**src/rtl/slip_rx_pkg.sv**
```systemverilog
package slip_rx_pkg;
  localparam logic [7:0] SLIP_END     = 8'hC0;
  localparam logic [7:0] SLIP_ESC     = 8'hDB;
  localparam logic [7:0] SLIP_ESC_END = 8'hDC;
  localparam logic [7:0] SLIP_ESC_ESC = 8'hDD;
  localparam int HDR_BYTES = 4;
  localparam int LEN_W     = 12;

  typedef enum logic [1:0] {ST_IDLE, ST_HDR, ST_BODY, ST_TAIL} rx_state_e;

  typedef enum logic [2:0] {
    DROP_NONE  = 3'd0,
    DROP_ESC   = 3'd1,
    DROP_NOEND = 3'd2,
    DROP_SEQ   = 3'd3,
    DROP_LONG  = 3'd4,
    DROP_TYPE  = 3'd5
  } drop_e;

  typedef struct packed {
    logic             rel;
    logic             crc;
    logic [2:0]       ack;
    logic [2:0]       seq;
    logic [3:0]       ptype;
    logic [LEN_W-1:0] len;
  } hdr_t;

  function automatic logic type_known(input logic [3:0] t);
    return (t == 4'd0) || (t == 4'd2) || (t == 4'd4) || (t == 4'd5) || (t == 4'd15);
  endfunction
endpackage

```
**src/rtl/slip_unescape.sv**
```systemverilog
module slip_unescape
  import slip_rx_pkg::*;
(
  input  logic       clk,
  input  logic       rst_n,
  input  logic       take,
  input  logic [7:0] byte_i,
  output logic       raw_delim,
  output logic       d_valid,
  output logic [7:0] d_byte,
  output logic       d_err
);
  logic esc_q;

  assign raw_delim = (byte_i == SLIP_END) && !esc_q;

  always_comb begin
    d_valid = 1'b0;
    d_err   = 1'b0;
    d_byte  = byte_i;
    if (esc_q) begin
      if (byte_i == SLIP_ESC_END) begin
        d_valid = 1'b1;
        d_byte  = SLIP_END;
      end else if (byte_i == SLIP_ESC_ESC) begin
        d_valid = 1'b1;
        d_byte  = SLIP_ESC;
      end else begin
        d_err = 1'b1;
      end
    end else if (byte_i != SLIP_ESC) begin
      d_valid = 1'b1;
    end
  end

  always_ff @(posedge clk) begin
    if (!rst_n) esc_q <= 1'b0;
    else if (take) esc_q <= !esc_q && (byte_i == SLIP_ESC);
  end
endmodule

```
**src/rtl/slip_hdr_collect.sv**
```systemverilog
module slip_hdr_collect
  import slip_rx_pkg::*;
(
  input  logic       clk,
  input  logic       rst_n,
  input  logic       restart,
  input  logic       store,
  input  logic [7:0] data,
  output logic       hdr_full,
  output hdr_t       hdr
);
  localparam int KEEP = HDR_BYTES - 1;
  localparam int IDX_W = $clog2(HDR_BYTES);

  logic [IDX_W-1:0] idx;
  logic [7:0]       hb [KEEP];

  assign hdr_full = store && (idx == IDX_W'(HDR_BYTES - 1));

  always_ff @(posedge clk) begin
    if (!rst_n || restart) idx <= '0;
    else if (store) idx <= hdr_full ? '0 : idx + 1'b1;
  end

  for (genvar i = 0; i < KEEP; i++) begin : g_byte
    always_ff @(posedge clk) begin
      if (!rst_n) hb[i] <= '0;
      else if (store && idx == IDX_W'(i)) hb[i] <= data;
    end
  end

  assign hdr.rel   = hb[0][7];
  assign hdr.crc   = hb[0][6];
  assign hdr.ack   = hb[0][5:3];
  assign hdr.seq   = hb[0][2:0];
  assign hdr.ptype = hb[1][3:0];
  assign hdr.len   = {hb[2], hb[1][7:4]};
endmodule

```
**src/rtl/slip_out_stage.sv**
```systemverilog
module slip_out_stage (
  input  logic       clk,
  input  logic       rst_n,
  input  logic       load,
  input  logic [7:0] din,
  input  logic       dlast,
  input  logic       out_ready,
  output logic       out_valid,
  output logic [7:0] out_data,
  output logic       out_last,
  output logic       can_take
);
  assign can_take = !out_valid || out_ready;

  always_ff @(posedge clk) begin
    if (!rst_n) begin
      out_valid <= 1'b0;
      out_data  <= '0;
      out_last  <= 1'b0;
    end else if (load) begin
      out_valid <= 1'b1;
      out_data  <= din;
      out_last  <= dlast;
    end else if (out_ready) begin
      out_valid <= 1'b0;
    end
  end
endmodule

```
**src/rtl/slip_frame_rx.sv**
```systemverilog
module slip_frame_rx
  import slip_rx_pkg::*;
#(
  parameter int MAX_LEN = 256
) (
  input  logic        clk,
  input  logic        rst_n,
  input  logic [2:0]  exp_seq,
  input  logic        in_valid,
  output logic        in_ready,
  input  logic [7:0]  in_data,
  output logic        out_valid,
  input  logic        out_ready,
  output logic [7:0]  out_data,
  output logic        out_last,
  output logic        frm_accept,
  output logic        frm_drop,
  output logic [2:0]  drop_why,
  output logic [2:0]  f_seq,
  output logic [2:0]  f_ack,
  output logic        f_crc,
  output logic        f_rel,
  output logic [3:0]  f_type,
  output logic [11:0] f_len
);
  localparam logic [LEN_W-1:0] LEN_LIMIT = LEN_W'(MAX_LEN);

  rx_state_e        state;
  logic [LEN_W-1:0] rem;
  logic             bad_type_q;
  logic             take, esc_take;
  logic             raw_delim, d_valid, d_err;
  logic [7:0]       d_byte;
  logic             hdr_store, hdr_restart, hdr_full;
  hdr_t             hdr;
  logic             body_load;

  assign take     = in_valid && in_ready;
  assign esc_take = take && (state == ST_HDR || state == ST_BODY);

  slip_unescape u_unesc (
    .clk, .rst_n, .take(esc_take), .byte_i(in_data),
    .raw_delim, .d_valid, .d_byte, .d_err
  );

  assign hdr_restart = take && ((state == ST_IDLE && in_data == SLIP_END) ||
                                (state == ST_HDR && raw_delim));
  assign hdr_store   = take && state == ST_HDR && !raw_delim && d_valid;

  slip_hdr_collect u_hdr (
    .clk, .rst_n, .restart(hdr_restart), .store(hdr_store),
    .data(d_byte), .hdr_full, .hdr
  );

  assign body_load = take && state == ST_BODY && d_valid;

  slip_out_stage u_out (
    .clk, .rst_n, .load(body_load), .din(d_byte), .dlast(rem == LEN_W'(1)),
    .out_ready, .out_valid, .out_data, .out_last, .can_take(in_ready)
  );

  always_ff @(posedge clk) begin
    if (!rst_n) begin
      state      <= ST_IDLE;
      rem        <= '0;
      bad_type_q <= 1'b0;
      frm_accept <= 1'b0;
      frm_drop   <= 1'b0;
      drop_why   <= DROP_NONE;
    end else begin
      frm_accept <= 1'b0;
      frm_drop   <= 1'b0;
      drop_why   <= DROP_NONE;
      if (take) begin
        unique case (state)
          ST_IDLE: if (in_data == SLIP_END) state <= ST_HDR;
          ST_HDR: begin
            if (raw_delim) begin
              state <= ST_HDR;
            end else if (d_err) begin
              frm_drop <= 1'b1;
              drop_why <= DROP_ESC;
              state    <= ST_IDLE;
            end else if (hdr_full) begin
              bad_type_q <= !type_known(hdr.ptype);
              rem        <= hdr.len;
              if (!type_known(hdr.ptype)) begin
                state <= ST_TAIL;
              end else if (hdr.len > LEN_LIMIT) begin
                frm_drop <= 1'b1;
                drop_why <= DROP_LONG;
                state    <= ST_IDLE;
              end else if (hdr.len == '0) begin
                state <= ST_TAIL;
              end else begin
                state <= ST_BODY;
              end
            end
          end
          ST_BODY: begin
            if (d_err) begin
              frm_drop <= 1'b1;
              drop_why <= DROP_ESC;
              state    <= ST_IDLE;
            end else if (d_valid) begin
              rem <= rem - 1'b1;
              if (rem == LEN_W'(1)) state <= ST_TAIL;
            end
          end
          ST_TAIL: begin
            state <= ST_IDLE;
            if (in_data != SLIP_END) begin
              frm_drop <= 1'b1;
              drop_why <= DROP_NOEND;
            end else if (bad_type_q) begin
              frm_drop <= 1'b1;
              drop_why <= DROP_TYPE;
            end else if (hdr.rel && hdr.seq != exp_seq) begin
              frm_drop <= 1'b1;
              drop_why <= DROP_SEQ;
            end else begin
              frm_accept <= 1'b1;
            end
          end
          default: state <= ST_IDLE;
        endcase
      end
    end
  end

  assign f_seq  = hdr.seq;
  assign f_ack  = hdr.ack;
  assign f_crc  = hdr.crc;
  assign f_rel  = hdr.rel;
  assign f_type = hdr.ptype;
  assign f_len  = hdr.len;
endmodule

```
**config.mk**
```make
export PLATFORM = sky130hd
export DESIGN_NAME = slip_frame_rx
export DESIGN_NICKNAME = d
export VERILOG_FILES = /design/src/rtl/slip_rx_pkg.sv /design/src/rtl/slip_unescape.sv /design/src/rtl/slip_hdr_collect.sv /design/src/rtl/slip_out_stage.sv /design/src/rtl/slip_frame_rx.sv
export SDC_FILE = /design/constraint.sdc
export NUM_CORES = 1
export LEC_CHECK = 0
export ABC_AREA = 0
export BUFFER_PORTS_ARGS = -buffer_cell sky130_fd_sc_hd__clkbuf_2
export CORE_UTILIZATION = 40
export DETAILED_ROUTE_END_ITERATION = 10
export PLACE_DENSITY = 0.63
export SYNTH_ARGS = -nofsm -noshare
export SYNTH_HDL_FRONTEND = slang
export SYNTH_HIERARCHICAL = 1
export SYNTH_SLANG_ARGS = --single-unit
```
**constraint.sdc**
```tcl
create_clock -name clk -period 2.78 [get_ports clk]
set_clock_uncertainty 0.1 [all_clocks]
set_input_delay 0.417 -clock clk [delete_from_list [all_inputs] [get_ports clk]]
set_output_delay 0.417 -clock clk [all_outputs]
set_load 0.03 [all_outputs]
```
==> results of run 1 <==
## layer usage
metal / routed length [um] / track usage [%] / vias up / part of all wire (%)
met5: 0 / 0 / - / 0
met4: 59 / 8.871 / 0 / 0.78
met3: 383 / 3.872 / 4 / 5.1
met2: 3486 / 30.98 / 74 / 46
met1: 3648 / 25.91 / 1235 / 48
li1: - / - / 1303 / -
## final cells by class
class / instances / area (um^2) / share of cell area [%]
inverter: 13 / 48.80 / 1.244
sequential: 57 / 1381 / 35.23
timing repair buffer: 83 / 488.0 / 12.44
clock inverter: 7 / 102.6 / 2.616
clock buffer: 9 / 123.9 / 3.159
tap: 99 / 123.9 / 3.159
multi-input combinational: 233 / 1653 / 42.15
## critical path: stages (launching register included)
cell       delay [ns]
dfxtp_1          0.35
or4_1            0.55
nor4_2           0.20
nand2b_1         0.17
nor2_1           0.06
and2_4           0.15
buf_4            0.13
o32ai_1          0.28
buf_4            0.17
a2111oi_4        0.05
nand3b_1         0.19
o41ai_2          0.06
## state kept, by name, indices dropped and copies added (netlist names), 2 cells and up
register,count
u_hdr/hb,24
rem,12
u_out/out_data,8
drop_why,3
state,2
u_hdr/idx,2
## stage by stage
step,std cells,total power [uW]
6_report,501,1903
5_1_grt,501,1972
4_1_cts,501,1916
3_5_place_dp,485,1037
3_3_place_gp,485,1037
2_1_floorplan,316,974.1
## final timing paths
path / end / cells after the start / slack, ns / startpoint
setup reg to reg: state[1]$_SDFFE_PN0P_ / 11 / 0.22 / u_unesc/esc_q$_SDFFE_PN0P_
hold reg to reg: rem[11]$_SDFFE_PN0P_ / 2 / 0.40 / rem[11]$_SDFFE_PN0P_
hold / removal: frm_accept$_SDFF_PP0_ / 3 / 0.35 / in_valid
setup / recovery: state[1]$_SDFFE_PN0P_ / 11 / 0.22 / u_unesc/esc_q$_SDFFE_PN0P_
## Yosys cell counts, types with 3 or more instances
cell type	instances	share of area [%]
nor4_1	3	0.60
a21boi_1	3	0.72
o21a_1	4	0.96
nor3_1	7	1.1
edfxtp_1	24	23
buf_6	3	1.1
nand2_1	16	1.9
o21ai_1	11	1.8
nand3_1	7	1.1
inv_1	12	1.4
dfxtp_1	33	21
a21oi_1	17	2.7
or4_1	3	0.72
a21boi_0	5	1.2
o22ai_1	3	0.60
xor2_1	3	0.84
ha_1	10	4.0
o21ai_0	9	1.4
and3_1	9	1.8
nor2b_1	18	3.6
mux2i_1	12	3.8
nor2_1	11	1.3
nand4_1	4	0.80
nand2b_1	10	2.0
clkbuf_1	9	1.1
and2_1	30	6.0
## cell families (layout without fill, tap and decap cells)
group | count (synthesis) | in the layout | share of synthesized area, %
simple gates | 136 | 136 | 26.81
buf+inv | 26 | 112 | 3.881
compound gates | 72 | 72 | 16.45
mux | 12 | 12 | 3.842
xor+xnor | 3 | 3 | 0.8405
flops | 57 | 57 | 44.18
fa+ha+maj | 10 | 10 | 4.002
## power by group through the flow
stage	Combinational (uW)	Sequential, uW	Clock (uW)
final	125	893	885
after global routing	135	894	943
after CTS	126	893	897
after detailed placement	126	911	0
after global placement	125	912	0
after floorplan	39.9	934	0
==> reports/summary.json, run 1 <==
{
  "globalplace.congestion": 0.8579,
  "grt_remaining_overflow": 0,
  "cts.repair_timing.setup_buffer_count": 0,
  "sequential_power_share_pct": 46.9,
  "cts.root.buffer_cell": "clkbuf_8",
  "total_power_per_unit_cell_area_nw_per_um2": 485.3,
  "antenna_violating_nets_post_route": 0,
  "routed-via-count": 2616,
  "cts_tree": "yes",
  "arrival_time_at_the_worst_endpoint_ns": 2.70,
  "final_cell_mix": "54 x clkbuf_2, 33 x dfxtp_1, 29 x and2_1, 29 x buf_4, 24 x edfxtp_1",
  "cts_inserted_buffers": 9,
  "synth_area_um2": 3127,
  "post_drt_via_cell_ratio": 5.222,
  "chip_width_um": 90.42,
  "drive_above_1_share_pct": 28.86,
  "clock.fmax_ghz": 0.3912,
  "max-slew-margin-rel_pct": 49.17,
  "core_area_um2": 7408,
  "finish.utilization_pct": 52.93,
  "area.growth.synth_to_final_pct": 25.41,
  "die_y_um": 90.42,
  "cts.clk_slew.worst_paths_ns": 0.07,
  "fill_cells": 694,
  "grt_pass1_wl_um": 12520,
  "ctsLongestPathBuffers": 2,
  "worst_hold_path_type": "input port to flop",
  "finalWirelength_um": 7578,
  "worst_path_class_setup": "flop to flop",
  "wl_per_cell_um": 15.13,
  "worst-path-max-fanout": 5,
  "share_clk_of_total_power_pct": 46.5,
  "leading_cell_type_in_the_layout_fill_and_taps_excluded": "clkbuf_2",
  "dr.pass1.iters": 4,
  "final_setup_tns_ns": 0,
  "fin_nets": 422,
  "postSynth.topFlopCell": "dfxtp_1",
  "io_pins": 55,
  "worst_ir_drop_vdd_mv": 0.3947,
  "clock-sinks": 57,
  "worst_ep_required_time_ns": 2.92,
  "power.leakage_uw": 0.001641,
  "std_cell_rows": 31,
  "antenna_violations_before_repair": 0,
  "setup.worst_path.end_class": "flop",
  "synth_warnings": 6,
  "ys_seq_elements": 57,
  "die_area_um2": 8175,
  "combinationalPowerShare_pct": 6.6,
  "buffers_on_ports": 54,
  "async_reset_ff_share_pct": 0,
  "synth_sequential_area_ratio_pct": 44.18,
  "fin_ws_ns": 0.2236,
  "ctsResizeCount": 0,
  "worst_hold_slack_ns": 0.3468,
  "netSwitchingFraction_pct": 24.53,
  "switchingPower_uw": 466.7,
  "initial_core_util_pct": 42.21,
  "internal-power_uw": 1436,
  "cts_htree_levels": 3,
  "report.final.hold_viol_count": 0,
  "final_worst_path_period_need_ns": 2.556,
  "residual_drc_count": 0,
  "detailed_place.area_um2": 3695,
  "place_worst_setup_slack_ns": -0.01442,
  "run_status": "completed",
  "postSynthNetCount": 341,
  "hpwlAfterDp_um": 5558,
  "rsz_0062_raised_after_global_routing": "no",
  "cap_violations": 0,
  "post-route-cell-area_um2": 3921,
  "synthCells": 316,
  "vias_in_the_first_global_route": 2537,
  "timing_max_transition_violations_final": 0,
  "grt_usage_pct": 19.62,
  "post_synth.cell_area_avg_um2": 9.895,
  "cts-hold-fix-buffers": 0,
  "yosys.cell_types.count": 60,
  "count_of_flip_flops_with_a_built_in_enable_after_synthesis": 24,
  "setup_viol_count_final": 0,
  "tightest_slew_ns": 0.7562,
  "worst_setup_path_start_kind": "flop",
  "worstSkewPairLatency_ns": 0.33,
  "num_antenna_cells": 0,
  "dr.first_iter.drc_count": 138,
  "tcrit_tclk_final_pct": 91.96,
  "grt_max_degree": 27
}
Note: power is estimated with default switching activity, not from simulation.
==> inputs of run 2 (changes only) <==
- CORE_ASPECT_RATIO: default -> 0.8
==> reports/summary.json, run 2 (synthesis gave the netlist of run 1 again) <==
{
  "core_area_um2": 7497,
  "reg_top3": "u_hdr/hb (24), rem (12), u_out/out_data (8)",
  "critical_path.top_delay_family": "compound AO/OA/AOI/OAI gates",
  "worst_r2r_startpoint": "u_unesc/esc_q$_SDFFE_PN0P_",
  "cell_repeated_most_along_the_worst_path": "o21ai_1",
  "place_worst_setup_slack_ns": -0.03754,
  "grt_max_degree": 28,
  "drive_above_1_share_pct": 27.27,
  "io_pins": 55,
  "ctsResizeCount": 0,
  "cts_htree_levels": 3,
  "cts.clk_slew.worst_paths_ns": 0.07,
  "final_setup_tns_ns": 0,
  "worst_ir_drop_vdd_mv": 0.2383,
  "worst-path-max-fanout": 18,
  "fin_ws_ns": 0.2383,
  "cts_tree": "yes",
  "total_power_per_unit_cell_area_nw_per_um2": 444.2,
  "worstRegToRegCells": 12,
  "critical_path.max_stage_delay_ns": 0.40,
  "tightest_slew_ns": 0.7652,
  "timing_max_transition_violations_final": 0,
  "worst_ep_required_time_ns": 2.92,
  "cts.repair_timing.setup_buffer_count": 0,
  "worstSkewPairLatency_ns": 0.34,
  "buffers_on_ports": 54,
  "setup.worst_path.end_class": "flop",
  "initial_core_util_pct": 41.71,
  "grt_pass1_wl_um": 12540,
  "cts_inserted_buffers": 9,
  "globalplace.congestion": 0.8395,
  "leading_cell_type_in_the_layout_fill_and_taps_excluded": "clkbuf_2",
  "timing.hold.worst.start": "in_valid",
  "rsz_0062_raised_after_global_routing": "no",
  "cts-hold-fix-buffers": 0,
  "die_y_um": 81.08,
  "antenna_violations_before_repair": 0,
  "run_status": "completed",
  "worst_path_max_delay_cell": "a2111o_1",
  "hpwlAfterDp_um": 5666,
  "setup_viol_count_final": 0,
  "tcrit_tclk_final_pct": 91.43,
  "cap_violations": 0,
  "registers.top_by_ff_count": "u_hdr/hb",
  "finalWirelength_um": 7796,
  "fin_nets": 416,
  "residual_drc_count": 0,
  "report.final.hold_viol_count": 0,
  "number_of_flip_flops_under_the_largest_register_name": 24,
  "dr.pass1.iters": 4,
  "post_drt_via_cell_ratio": 5.204,
  "arrival_time_at_the_worst_endpoint_ns": 2.68,
  "grt_remaining_overflow": 0,
  "cell_count_final_fillers_out": 501,
  "chip_width_um": 100.9,
  "crit_cells": 12,
  "area.growth.synth_to_final_pct": 22.49,
  "worst_hold_slack_ns": 0.3481,
  "clock-sinks": 57,
  "cts.root.buffer_cell": "clkbuf_8",
  "critical_path.cell_chain": "inv_1 > o21ai_0 > a2bb2oi_2 > nand3_1 > nor2_1 > and2_4 > nand3b_4 > a2111o_1 > buf_4 > o21ai_1 > o21ai_1 > and2_1",
  "wl_per_cell_um": 15.56,
  "final_worst_path_period_need_ns": 2.542,
  "max-slew-margin-rel_pct": 48.56,
  "std_cell_rows": 28,
  "power.leakage_uw": 0.001583,
  "ctsLongestPathBuffers": 2,
  "critical_path_buf_inv_count": 2,
  "die_area_um2": 8177,
  "worst_setup_path_start_kind": "flop",
  "final_cell_mix": "54 x clkbuf_2, 33 x dfxtp_1, 29 x and2_1",
  "worst_hold_path_type": "input port to flop",
  "dr.first_iter.drc_count": 98,
  "post-place-cells": 485,
  "worst_path_class_setup": "flop to flop",
  "clock.fmax_ghz": 0.3934,
  "grt_usage_pct": 20.67,
  "vias_in_the_first_global_route": 2455,
  "hold-path-cell-count": 3,
  "antenna_violating_nets_post_route": 0,
  "num_antenna_cells": 0,
  "routed-via-count": 2607,
  "worstSetupStartpoint": "u_unesc/esc_q$_SDFFE_PN0P_"
}
-- run 2: cell count changes in the layout (fill, tap and decap cells not counted), sizes merged --
cell      before  now
buf           29   23
bufinv         2    0
clkbuf        63   64
clkinv         4    5
clkinvlp       1    2
inv           13   12
-- run 2: worst register-to-register path, cell delays in order (launching register included) --
cell and delay (ns):
dfxtp_1 0.35, inv_1 0.14, o21ai_0 0.14, a2bb2oi_2 0.18, nand3_1 0.11, nor2_1 0.16, and2_4 0.19, nand3b_4 0.08
a2111o_1 0.40, buf_4 0.20, o21ai_1 0.16, o21ai_1 0.07, and2_1 0.15
-- run 2: final cells by class --
type                            count  area, um^2
Clock inverter                      6       45.04
Fill cell                         714        3667
Sequential cell                    57        1381
Tap cell                          105       131.4
Inverter                           13       48.80
Timing Repair Buffer               77       442.9
Clock buffer                       10       127.6
Multi-Input combinational cell    233        1653
-- run 2: layer usage --
layer | track usage [%] | vias up | wire, um | part of all wire [%]
met4 | 5.797 | 0 | 64 | 0.82
li1 | - | 1295 | - | -
met2 | 30.41 | 67 | 3264 | 42
met1 | 28.67 | 1237 | 3987 | 51
met3 | 7.229 | 8 | 479 | 6.1
met5 | 0 | - | 0 | 0
-- run 2: worst paths after layout --
check	to	slack (ns)
max	rem[5]$_SDFFE_PN0P_	0.24
min	frm_accept$_SDFF_PP0_	0.35
max reg2reg	rem[5]$_SDFFE_PN0P_	0.24
min reg2reg	rem[11]$_SDFFE_PN0P_	0.40
-- run 2: power by group --
part,leakage (uW),switching (uW),total [uW],internal (uW)
logic,0.000990,84.0,124,39.5
registers,0.000513,10.9,893,882
clock network,0.0000801,360,685,324
total,0.00158,455,1700,1250
-- run 2: through the flow --
stage | total power (uW) | area [um^2] | util, %
after floorplan | 974.1 | 3158 | -
after global placement | 1034 | 3657 | 48.78
after detailed placement | 1036 | 3657 | 48.78
after CTS | 1716 | 3830 | 51.08
after global routing | 1764 | 3830 | 51.08
final | 1701 | 3830 | 51.08
